===== config.mk =====
export PLATFORM = sky130hd
export DESIGN_NAME = rx_addr_filter
export DESIGN_NICKNAME = d
export VERILOG_FILES = /design/src/rtl/rxf_pkg.sv /design/src/rtl/rxf_cfg_regs.sv /design/src/rtl/rxf_hdr_parser.sv /design/src/rtl/rxf_classify.sv /design/src/rtl/rx_addr_filter.sv
export SDC_FILE = /design/constraint.sdc
export NUM_CORES = 1
export LEC_CHECK = 0
export BUFFER_PORTS_ARGS = -buffer_cell sky130_fd_sc_hd__buf_4
export CORE_UTILIZATION = 45
export CTS_CLUSTER_SIZE = 24
export DETAILED_ROUTE_END_ITERATION = 7
export PLACE_DENSITY = 0.64
export SLEW_MARGIN = 0
export SYNTH_ARGS = -nofsm -noshare
export SYNTH_HDL_FRONTEND = slang
export SYNTH_SLANG_ARGS = --single-unit

===== constraint.sdc =====
create_clock -name clk_i -period 1.75 [get_ports clk_i]
set_clock_uncertainty 0.05 [all_clocks]
set_input_delay 0.2625 -clock clk_i [delete_from_list [all_inputs] [get_ports clk_i]]
set_output_delay 0.2625 -clock clk_i [all_outputs]
set_load 0.05 [all_outputs]

===== src/rtl/rxf_pkg.sv =====
package rxf_pkg;
  localparam int FLAG_W   = 14;
  localparam int MAC_W    = 48;
  localparam int CFG_AW   = 3;

  // mask bit positions (decoded by software)
  localparam int F_ALLMC   = 1;
  localparam int F_FCSERR  = 2;
  localparam int F_PLCPERR = 3;
  localparam int F_BCNPROM = 4;
  localparam int F_CTRL    = 5;
  localparam int F_OBSS    = 6;
  localparam int F_PSPOLL  = 7;
  localparam int F_PRBREQ  = 8;
  localparam int F_UCAST   = 9;
  localparam int F_BC_ONE  = 10;
  localparam int F_BC_ZERO = 11;
  localparam int F_MYBCN   = 12;
  localparam int F_MONITOR = 13;

  localparam logic [FLAG_W-1:0] USED_MASK =
    ~((FLAG_W'(1) << 0) | (FLAG_W'(1) << F_FCSERR) | (FLAG_W'(1) << F_PLCPERR));

  typedef enum logic [CFG_AW-1:0] {
    REG_OWN_LO = 3'd0,
    REG_OWN_HI = 3'd1,
    REG_BSS_LO = 3'd2,
    REG_BSS_HI = 3'd3,
    REG_MASK   = 3'd4
  } cfg_reg_e;

  localparam logic [1:0] T_MGMT = 2'd0;
  localparam logic [1:0] T_CTRL = 2'd1;
  localparam logic [1:0] T_DATA = 2'd2;
  localparam logic [3:0] S_BEACON = 4'd8;
  localparam logic [3:0] S_PRBRSP = 4'd5;
  localparam logic [3:0] S_PRBREQ = 4'd4;
  localparam logic [3:0] S_PSPOLL = 4'd10;
endpackage


===== src/rtl/rxf_cfg_regs.sv =====
module rxf_cfg_regs
  import rxf_pkg::*;
(
  input  logic              clk_i,
  input  logic              rst_ni,
  input  logic              we_i,
  input  logic [CFG_AW-1:0] addr_i,
  input  logic [31:0]       wdata_i,
  output logic [MAC_W-1:0]  own_mac_o,
  output logic [MAC_W-1:0]  bssid_o,
  output logic [FLAG_W-1:0] mask_o
);
  always_ff @(posedge clk_i or negedge rst_ni) begin
    if (!rst_ni) begin
      own_mac_o <= '0;
      bssid_o   <= '0;
      mask_o    <= '0;
    end else if (we_i) begin
      case (cfg_reg_e'(addr_i))
        REG_OWN_LO: own_mac_o[31:0]  <= wdata_i;
        REG_OWN_HI: own_mac_o[47:32] <= wdata_i[15:0];
        REG_BSS_LO: bssid_o[31:0]    <= wdata_i;
        REG_BSS_HI: bssid_o[47:32]   <= wdata_i[15:0];
        REG_MASK:   mask_o           <= wdata_i[FLAG_W-1:0];
        default: ;
      endcase
    end
  end
endmodule


===== src/rtl/rxf_hdr_parser.sv =====
module rxf_hdr_parser #(
  parameter int PHY_BYTES  = 5,
  parameter int ADDR_BYTES = 6
) (
  input  logic                  clk_i,
  input  logic                  rst_ni,
  input  logic                  start_i,
  input  logic                  valid_i,
  input  logic [7:0]            data_i,
  output logic [7:2]            fc_o,
  output logic [8*ADDR_BYTES-1:0] ra_o,
  output logic [8*ADDR_BYTES-1:0] ta_o,
  output logic                  done_o
);
  localparam int FC_IDX = PHY_BYTES;
  localparam int RA_IDX = PHY_BYTES + 4;
  localparam int TA_IDX = RA_IDX + ADDR_BYTES;
  localparam int LAST   = TA_IDX + ADDR_BYTES - 1;
  localparam int CW     = $clog2(LAST + 2);

  logic [CW-1:0] cnt_q, idx;
  logic          busy_q, take;

  assign idx  = start_i ? '0 : cnt_q;
  assign take = valid_i && (start_i || busy_q);

  always_ff @(posedge clk_i or negedge rst_ni) begin
    if (!rst_ni) begin
      cnt_q  <= '0;
      busy_q <= 1'b0;
      done_o <= 1'b0;
      fc_o   <= '0;
      ra_o   <= '0;
      ta_o   <= '0;
    end else begin
      done_o <= 1'b0;
      if (start_i) begin
        busy_q <= 1'b1;
        cnt_q  <= '0;
      end
      if (take) begin
        cnt_q <= idx + 1'b1;
        if (idx == CW'(FC_IDX)) fc_o <= data_i[7:2];
        for (int k = 0; k < ADDR_BYTES; k++) begin
          if (idx == CW'(RA_IDX + k)) ra_o[8*k +: 8] <= data_i;
          if (idx == CW'(TA_IDX + k)) ta_o[8*k +: 8] <= data_i;
        end
        if (idx == CW'(LAST)) begin
          busy_q <= 1'b0;
          done_o <= 1'b1;
        end
      end
    end
  end
endmodule


===== src/rtl/rxf_classify.sv =====
module rxf_classify
  import rxf_pkg::*;
(
  input  logic [7:2]        fc_i,
  input  logic [MAC_W-1:0]  ra_i,
  input  logic [MAC_W-1:0]  ta_i,
  input  logic [MAC_W-1:0]  own_mac_i,
  input  logic [MAC_W-1:0]  bssid_i,
  input  logic [FLAG_W-1:0] mask_i,
  output logic              pass_o
);
  logic [1:0]        ftype;
  logic [3:0]        fsub;
  logic              is_bcn, ta_is_bss;
  logic [FLAG_W-1:0] hit;

  assign ftype     = fc_i[3:2];
  assign fsub      = fc_i[7:4];
  assign is_bcn    = (ftype == T_MGMT) && (fsub == S_BEACON);
  assign ta_is_bss = (ta_i == bssid_i);

  always_comb begin
    hit            = '0;
    hit[F_ALLMC]   = (ra_i[23:0] == 24'h5E_00_01) || (ra_i[15:0] == 16'h3333);
    hit[F_BCNPROM] = (ftype == T_MGMT) && ((fsub == S_BEACON) || (fsub == S_PRBRSP));
    hit[F_CTRL]    = (ftype == T_CTRL);
    hit[F_OBSS]    = (ftype == T_DATA) && !ta_is_bss;
    hit[F_PSPOLL]  = (ftype == T_CTRL) && (fsub == S_PSPOLL);
    hit[F_PRBREQ]  = (ftype == T_MGMT) && (fsub == S_PRBREQ);
    hit[F_UCAST]   = (ra_i == own_mac_i);
    hit[F_BC_ONE]  = &ra_i;
    hit[F_BC_ZERO] = ~|ra_i;
    hit[F_MYBCN]   = is_bcn && ta_is_bss;
    hit[F_MONITOR] = 1'b1;
  end

  assign pass_o = |(hit & mask_i & USED_MASK);
endmodule


===== src/rtl/rx_addr_filter.sv =====
module rx_addr_filter
  import rxf_pkg::*;
#(
  parameter int PHY_BYTES = 5
) (
  input  logic              clk_i,
  input  logic              rst_ni,
  input  logic              cfg_we_i,
  input  logic [CFG_AW-1:0] cfg_addr_i,
  input  logic [31:0]       cfg_wdata_i,
  input  logic              frame_start_i,
  input  logic              byte_valid_i,
  input  logic [7:0]        byte_i,
  output logic              dec_valid_o,
  output logic              dec_pass_o
);
  localparam int ADDR_BYTES = MAC_W / 8;

  logic [MAC_W-1:0]  own_mac, bssid, ra, ta;
  logic [FLAG_W-1:0] filt_mask;
  logic [7:2]        fc;
  logic              hdr_done, pass;

  rxf_cfg_regs i_regs (
    .clk_i, .rst_ni,
    .we_i      (cfg_we_i),
    .addr_i    (cfg_addr_i),
    .wdata_i   (cfg_wdata_i),
    .own_mac_o (own_mac),
    .bssid_o   (bssid),
    .mask_o    (filt_mask)
  );

  rxf_hdr_parser #(.PHY_BYTES(PHY_BYTES), .ADDR_BYTES(ADDR_BYTES)) i_parser (
    .clk_i, .rst_ni,
    .start_i (frame_start_i),
    .valid_i (byte_valid_i),
    .data_i  (byte_i),
    .fc_o    (fc),
    .ra_o    (ra),
    .ta_o    (ta),
    .done_o  (hdr_done)
  );

  rxf_classify i_cls (
    .fc_i      (fc),
    .ra_i      (ra),
    .ta_i      (ta),
    .own_mac_i (own_mac),
    .bssid_i   (bssid),
    .mask_i    (filt_mask),
    .pass_o    (pass)
  );

  assign dec_valid_o = hdr_done;
  assign dec_pass_o  = hdr_done && pass;
endmodule


# == After elaboration in Yosys (flattened, before gate mapping) ==
# Cells that the tools add are included.
# op_classes
addsub,1
eq_ne,27
mux,7
bitwise_logic,1
n_reduce_logical,36
# ops
op,count
equality test 48 bit,2
AND reduction 48 bit,1
OR reduction 48 bit,1
AND reduction 2 bit,18
equality test 5 x 4 -> 1 bit (second input constant),7
equality test 5 bit (second input constant),5
equality test 24 x 23 -> 1 bit (second input constant),1
equality test 16 x 14 -> 1 bit (second input constant),1
AND 14 bit,1
OR reduction 11 bit,1
2-to-1 mux 5 bit,2
equality test 4 x 3 -> 1 bit (second input constant),2
equality test 4 bit (second input constant),2
logical AND 1 bit,8
equality test 3 x 2 -> 1 bit (second input constant),2
adder 5 x 1 -> 5 bit (second input constant),1
equality test 5 x 3 -> 1 bit (second input constant),1
2-to-1 mux 1 bit,5
equality test 3 x 1 -> 1 bit (second input constant),1
equality test 3 bit (second input constant),1
zero test 3 bit,1
logical OR 1 bit,3
equality test 2 x 1 -> 1 bit (second input constant),1
equality test 2 bit (second input constant),1
other kinds (2),3
# totals
reg_bits,219
in_bits,48
output_inout_bits,2
elab_cells,93

# == Depth between registers and ports, before layout ==
# depth
word_depth,6
ltp_mapped,7
mapped_depth_nobuf,7

# == Modules after synthesis ==
# Synthesis repeated with hierarchy kept, for this count alone.
# unflattened
hier_cells,690
area_unflattened_um2,9970.8
# modules_own_cells
mod,instances,cells_each,area_each_um2,seq_area_each_um2
rxf_hdr_parser,1,272,4379.2,2727.6
rxf_cfg_regs,1,237,4210.3,2752.6
rxf_classify,1,180,1375.1,0.0
rx_addr_filter,1,1,6.3,0.0

# == Worst setup path before layout ==
# OpenSTA, ideal clock, no wires.
# synth_path
path_kind,reg2out
start,reg i_parser.ra_o[9]
end,out dec_pass_o
t_arrival_ns,1.923
t_required_ns,1.437
setup_slack_ns,-0.485
stages_incl_launch_ff,6
n_path_buf,0
cell_sequence,dfrtp_1 nor4_1 nand3_1 or4_1 a31oi_1 o41a_1
# synth_between
elab_chain_cells,5
word_cells_on_any_way,10
classes_between,eq/ne (3); bitwise (1); reduce/logical (6)
# synth_rtl
item,line,rtl
"start, declared",rxf_hdr_parser.sv:11,"output logic [8*ADDR_BYTES-1:0] ra_o,"
"start signal, assigned by index",rxf_hdr_parser.sv:45,if (idx == CW'(RA_IDX + k)) ra_o[8*k +: 8] <= data_i;
"equality test 24 x 23 -> 1 bit, or another cell as far along",rxf_classify.sv:24,hit[F_ALLMC] = (ra_i[23:0] == 24'h5E_00_01) || (ra_i[15:0] == 16'h3333);
logical OR 1 bit or zero test 1 bit (tied branches),"rxf_classify.sv:24, rxf_classify.sv:32",
AND 14 bit (*),rxf_classify.sv:37,assign pass_o = |(hit & mask_i & USED_MASK);
OR reduction 11 bit (*),rxf_classify.sv:37,
logical AND 1 bit (*),rx_addr_filter.sv:56,assign dec_pass_o = hdr_done && pass;
"end, declared",rx_addr_filter.sv:15,output logic dec_pass_o
# Mark *: on every way between the ends. The rest lies on a longest branch, timed or not.

# == Worst setup path after layout ==
# layout_path
start,reg i_regs.bssid_o[28]
end,out dec_pass_o
# layout_between
elab_chain_cells,6
word_cells_on_any_way,7
classes_between,eq/ne (1); bitwise (1); reduce/logical (5)
# layout_rtl
item,line,rtl
"start, declared",rxf_cfg_regs.sv:10,"output logic [MAC_W-1:0] bssid_o,"
"start signal, assigned",rxf_cfg_regs.sv:22,REG_BSS_LO: bssid_o[31:0] <= wdata_i;
equality test 48 bit (*),rxf_classify.sv:20,assign ta_is_bss = (ta_i == bssid_i);
zero test 1 bit,rxf_classify.sv:27,hit[F_OBSS] = (ftype == T_DATA) && !ta_is_bss;
logical AND 1 bit,rxf_classify.sv:27,
AND 14 bit (*),rxf_classify.sv:37,
OR reduction 11 bit (*),rxf_classify.sv:37,
logical AND 1 bit (*),rx_addr_filter.sv:56,
# Marked as above.

==> results.sh <==
export IMPL_status="complete, but fails checks"
export IMPL_violations="negative setup slack"
export IMPL_syn_to_final_growth_pct=37.2
export IMPL_ant_nets=0
export IMPL_power_density_mw_per_mm2=1000
export IMPL_worstPathMaxFanout=2
export IMPL_muxShareOfSynthArea_pct=24.1
export IMPL_avgSynthCellArea_um2=13.8
export IMPL_clock_fmax_ghz=0.330
export IMPL_synth_edf_count=0
export IMPL_yosys_area_share_xor_xnor_pct=8.45
export IMPL_synth_async_reset_ratio_pct=100
export IMPL_syn_area_mm2=0.00964
export IMPL_nets=955
export IMPL_place_congestion=0.984
export IMPL_final_cell_mix="215 x dfrtp_1, 143 x buf_4, 102 x mux2_2"
export IMPL_synth_simple_gate_area_share_pct=7.84
export IMPL_leakage_nw=6.18
export IMPL_rsz0062_at_grt="true"
export IMPL_finalInstanceArea_mm2=0.0132
export IMPL_whs_path_depth=2
export IMPL_pre_cts_ws_ns=-0.972
export IMPL_clock_latency_ns=0.51
export IMPL_cts_buffers=24
export IMPL_start_util_pct=45.9
export IMPL_die_w_um=148
export IMPL_yosys_most_used_dff="dfrtp_1"
export IMPL_avgViaCountPerCell=5.48
export IMPL_drt_initial_drc_count=348
export IMPL_clkSinkCount=216
export IMPL_slew_headroom_pct=63.3
export IMPL_yosys_warnings=0
export IMPL_ys_types=44
export IMPL_path_clk_slew_ns=0.06
export IMPL_end_kind="primary output"
export IMPL_fin_ws_ns=-1.28
export IMPL_post_drt_wl_per_cell_um=23.6
export IMPL_vias=6550
export IMPL_period_share_pct=173
export IMPL_rows=53
export IMPL_fin_util_pct=62.9
export IMPL_hpwlAfterDp_um=19000
export IMPL_hold_viol_final=0
export IMPL_rr_worst_depth=6
export IMPL_die_y_um=148
export IMPL_irDropWorstVdd_uv=796
export IMPL_routed_wl_um=28200
export IMPL_slew_violations=0
export IMPL_worstHoldPathType="primary input to flop"
export IMPL_synth_top_family_by_area="multiplexers"
export IMPL_grt_pass1_wl_um=43300
export IMPL_io_pins=50
export IMPL_p_total_mw=13.2
export IMPL_finalSetupViolCount=77
export IMPL_cts_buffer_depth=3
export IMPL_ys_seq_elements=216
export IMPL_synthCells=698
export IMPL_layout_commonest_cell="dfrtp_1"
export IMPL_grtUsageTotal_pct=26.7
export IMPL_synth_net_count=751
export IMPL_cts_root_buffer="clkbuf_16"
export IMPL_placed_area_mm2=0.0114
export IMPL_synthAdderAreaFrac_pct=0.649
export IMPL_cap_viol_max_count=0
export IMPL_synth_seq_area_share_pct=56.1
export IMPL_cts_tree="built"
export IMPL_grt_pass1_vias=7183
export IMPL_arrival_ns=2.71
export IMPL_min_period_ns=3.03
export IMPL_dieArea_mm2=0.0220
export IMPL_drt_pass1_iterations=5
export IMPL_cts_max_level=1
export IMPL_grt_overflow_total=0
export IMPL_antenna_found_initial=1
export IMPL_path_class="flop to primary output"
export IMPL_grt_start_max_net_pins=63
export IMPL_core_area_mm2=0.0210
export IMPL_portBuffers=49
export IMPL_holdWs_ns=0.0263
export IMPL_synth_compound_area_share_pct=1.45
export IMPL_drive_above_1_share_pct=50.1
export IMPL_worst_slew_pin_slew_ns=0.551
export IMPL_cp_start_kind="flop"
export IMPL_drc=0
export IMPL_critPathRequiredTime_ns=1.44
what timing repair did:
| item | in CTS | in global routing |
|---|---|---|
| hold endpoints to repair | 106 | 0 |
| hold buffers | 23 | 0 |
| cloned | 2 | 0 |
| pin swaps | 21 | 15 |
| gates resized for setup | 111 | 41 |
| setup endpoints to repair | 95 | 106 |
| setup buffers | 24 | 8 |
registers in the layout (all words and copies together), names as in the netlist:
signal and cells:
i_parser.ra_o 48, i_parser.fc_o 6, i_parser.cnt_q 5, i_regs.bssid_o 48
i_regs.own_mac_o 48, i_parser.ta_o 48, i_parser.busy_q 1, i_parser.done_o 1
i_regs.mask_o 11
metal layers:
metal  track usage [%]  up-vias  share of wire (%)
met4              8.14        0                2.2
met2              45.0      163                 50
met5                 0        -                  0
met1              35.5     3429                 43
met3              4.29       39                4.5
li1                  -     2919                  -
final timing paths:
| path | from | endpoint | slack (ns) |
|---|---|---|---|
| max in group asynchronous | rst_ni | i_regs.bssid_o[28]$_DFFE_PN0P_ | 0.81 |
| worst max-delay path | i_regs.bssid_o[28]$_DFFE_PN0P_ | dec_pass_o | -1.28 |
| worst min-delay path | cfg_wdata_i[7] | i_regs.bssid_o[7]$_DFFE_PN0P_ | 0.03 |
| min in group asynchronous | rst_ni | i_regs.own_mac_o[45]$_DFFE_PN0P_ | 0.25 |
| worst max register to register | i_parser.cnt_q[0]$_DFF_PN0_ | i_parser.ta_o[42]$_DFFE_PN0P_ | -0.22 |
| worst min register to register | i_regs.mask_o[11]$_DFFE_PN0P_ | i_regs.mask_o[11]$_DFFE_PN0P_ | 0.45 |
cell usage after synthesis, types with 4 or more instances:
cell type	number	share of area, %
buf_2	9	0.47
clkbuf_1	12	0.47
dfrtp_1	216	56
ha_1	5	0.65
inv_1	11	0.43
mux2_2	193	23
mux2_4	8	1.2
nand2_1	18	0.70
nand3_1	4	0.21
nand3b_1	4	0.31
nand4_1	25	1.6
nor2_1	8	0.31
nor2_2	6	0.39
nor2_4	4	0.47
nor3_1	4	0.21
nor4_1	31	2.0
o21ai_0	11	0.57
xnor2_1	24	2.2
xor2_1	69	6.3
worst max-delay path: stages, from the launching register on:
cell and delay [ns]:
dfrtp_1 0.39, xor2_1 0.18, nor4_1 0.32, buf_4 0.19, nand4_1 0.13, nor3_2 0.25, mux2i_1 0.14, o41a_2 0.43
buf_6 0.17
power breakdown:
group / internal (mW) / total, mW / switching (mW) / leakage (nW)
clock: 3.41 / 5.46 / 2.04 / 0.425
sequential: 5.56 / 5.96 / 0.401 / 2.78
combinational: 0.996 / 1.82 / 0.827 / 2.97
kinds of logic after synthesis:
logic type,count (synthesis)
flip-flops,216
multiplexers,204
AND/OR/NAND/NOR,124
XOR/XNOR,93
buffers and inverters,33
AO/OA/AOI/OAI,23
adder cells (fa/ha/maj),5
metrics by stage:
step           cells  TNS [ns]
6_report        1196     -5.66
5_1_grt         1195     -9.78
4_1_cts         1199     -6.71
3_5_place_dp    1107    -13.16
3_3_place_gp    1107    -10.93
2_1_floorplan    698     -1.31
cell type report:
| class | count | area (um^2) |
|---|---|---|
| fillers | 1557 | 7790 |
| flip-flops and latches | 216 | 5410 |
| multi-input cells | 449 | 4660 |
| repair buffers | 200 | 1900 |
| clock buffers | 33 | 706 |
| well taps | 275 | 344 |
| clock inverters | 11 | 164 |
| inverters | 11 | 51.3 |
| diodes | 1 | 2.50 |
Power figures use the tool's default switching activity.
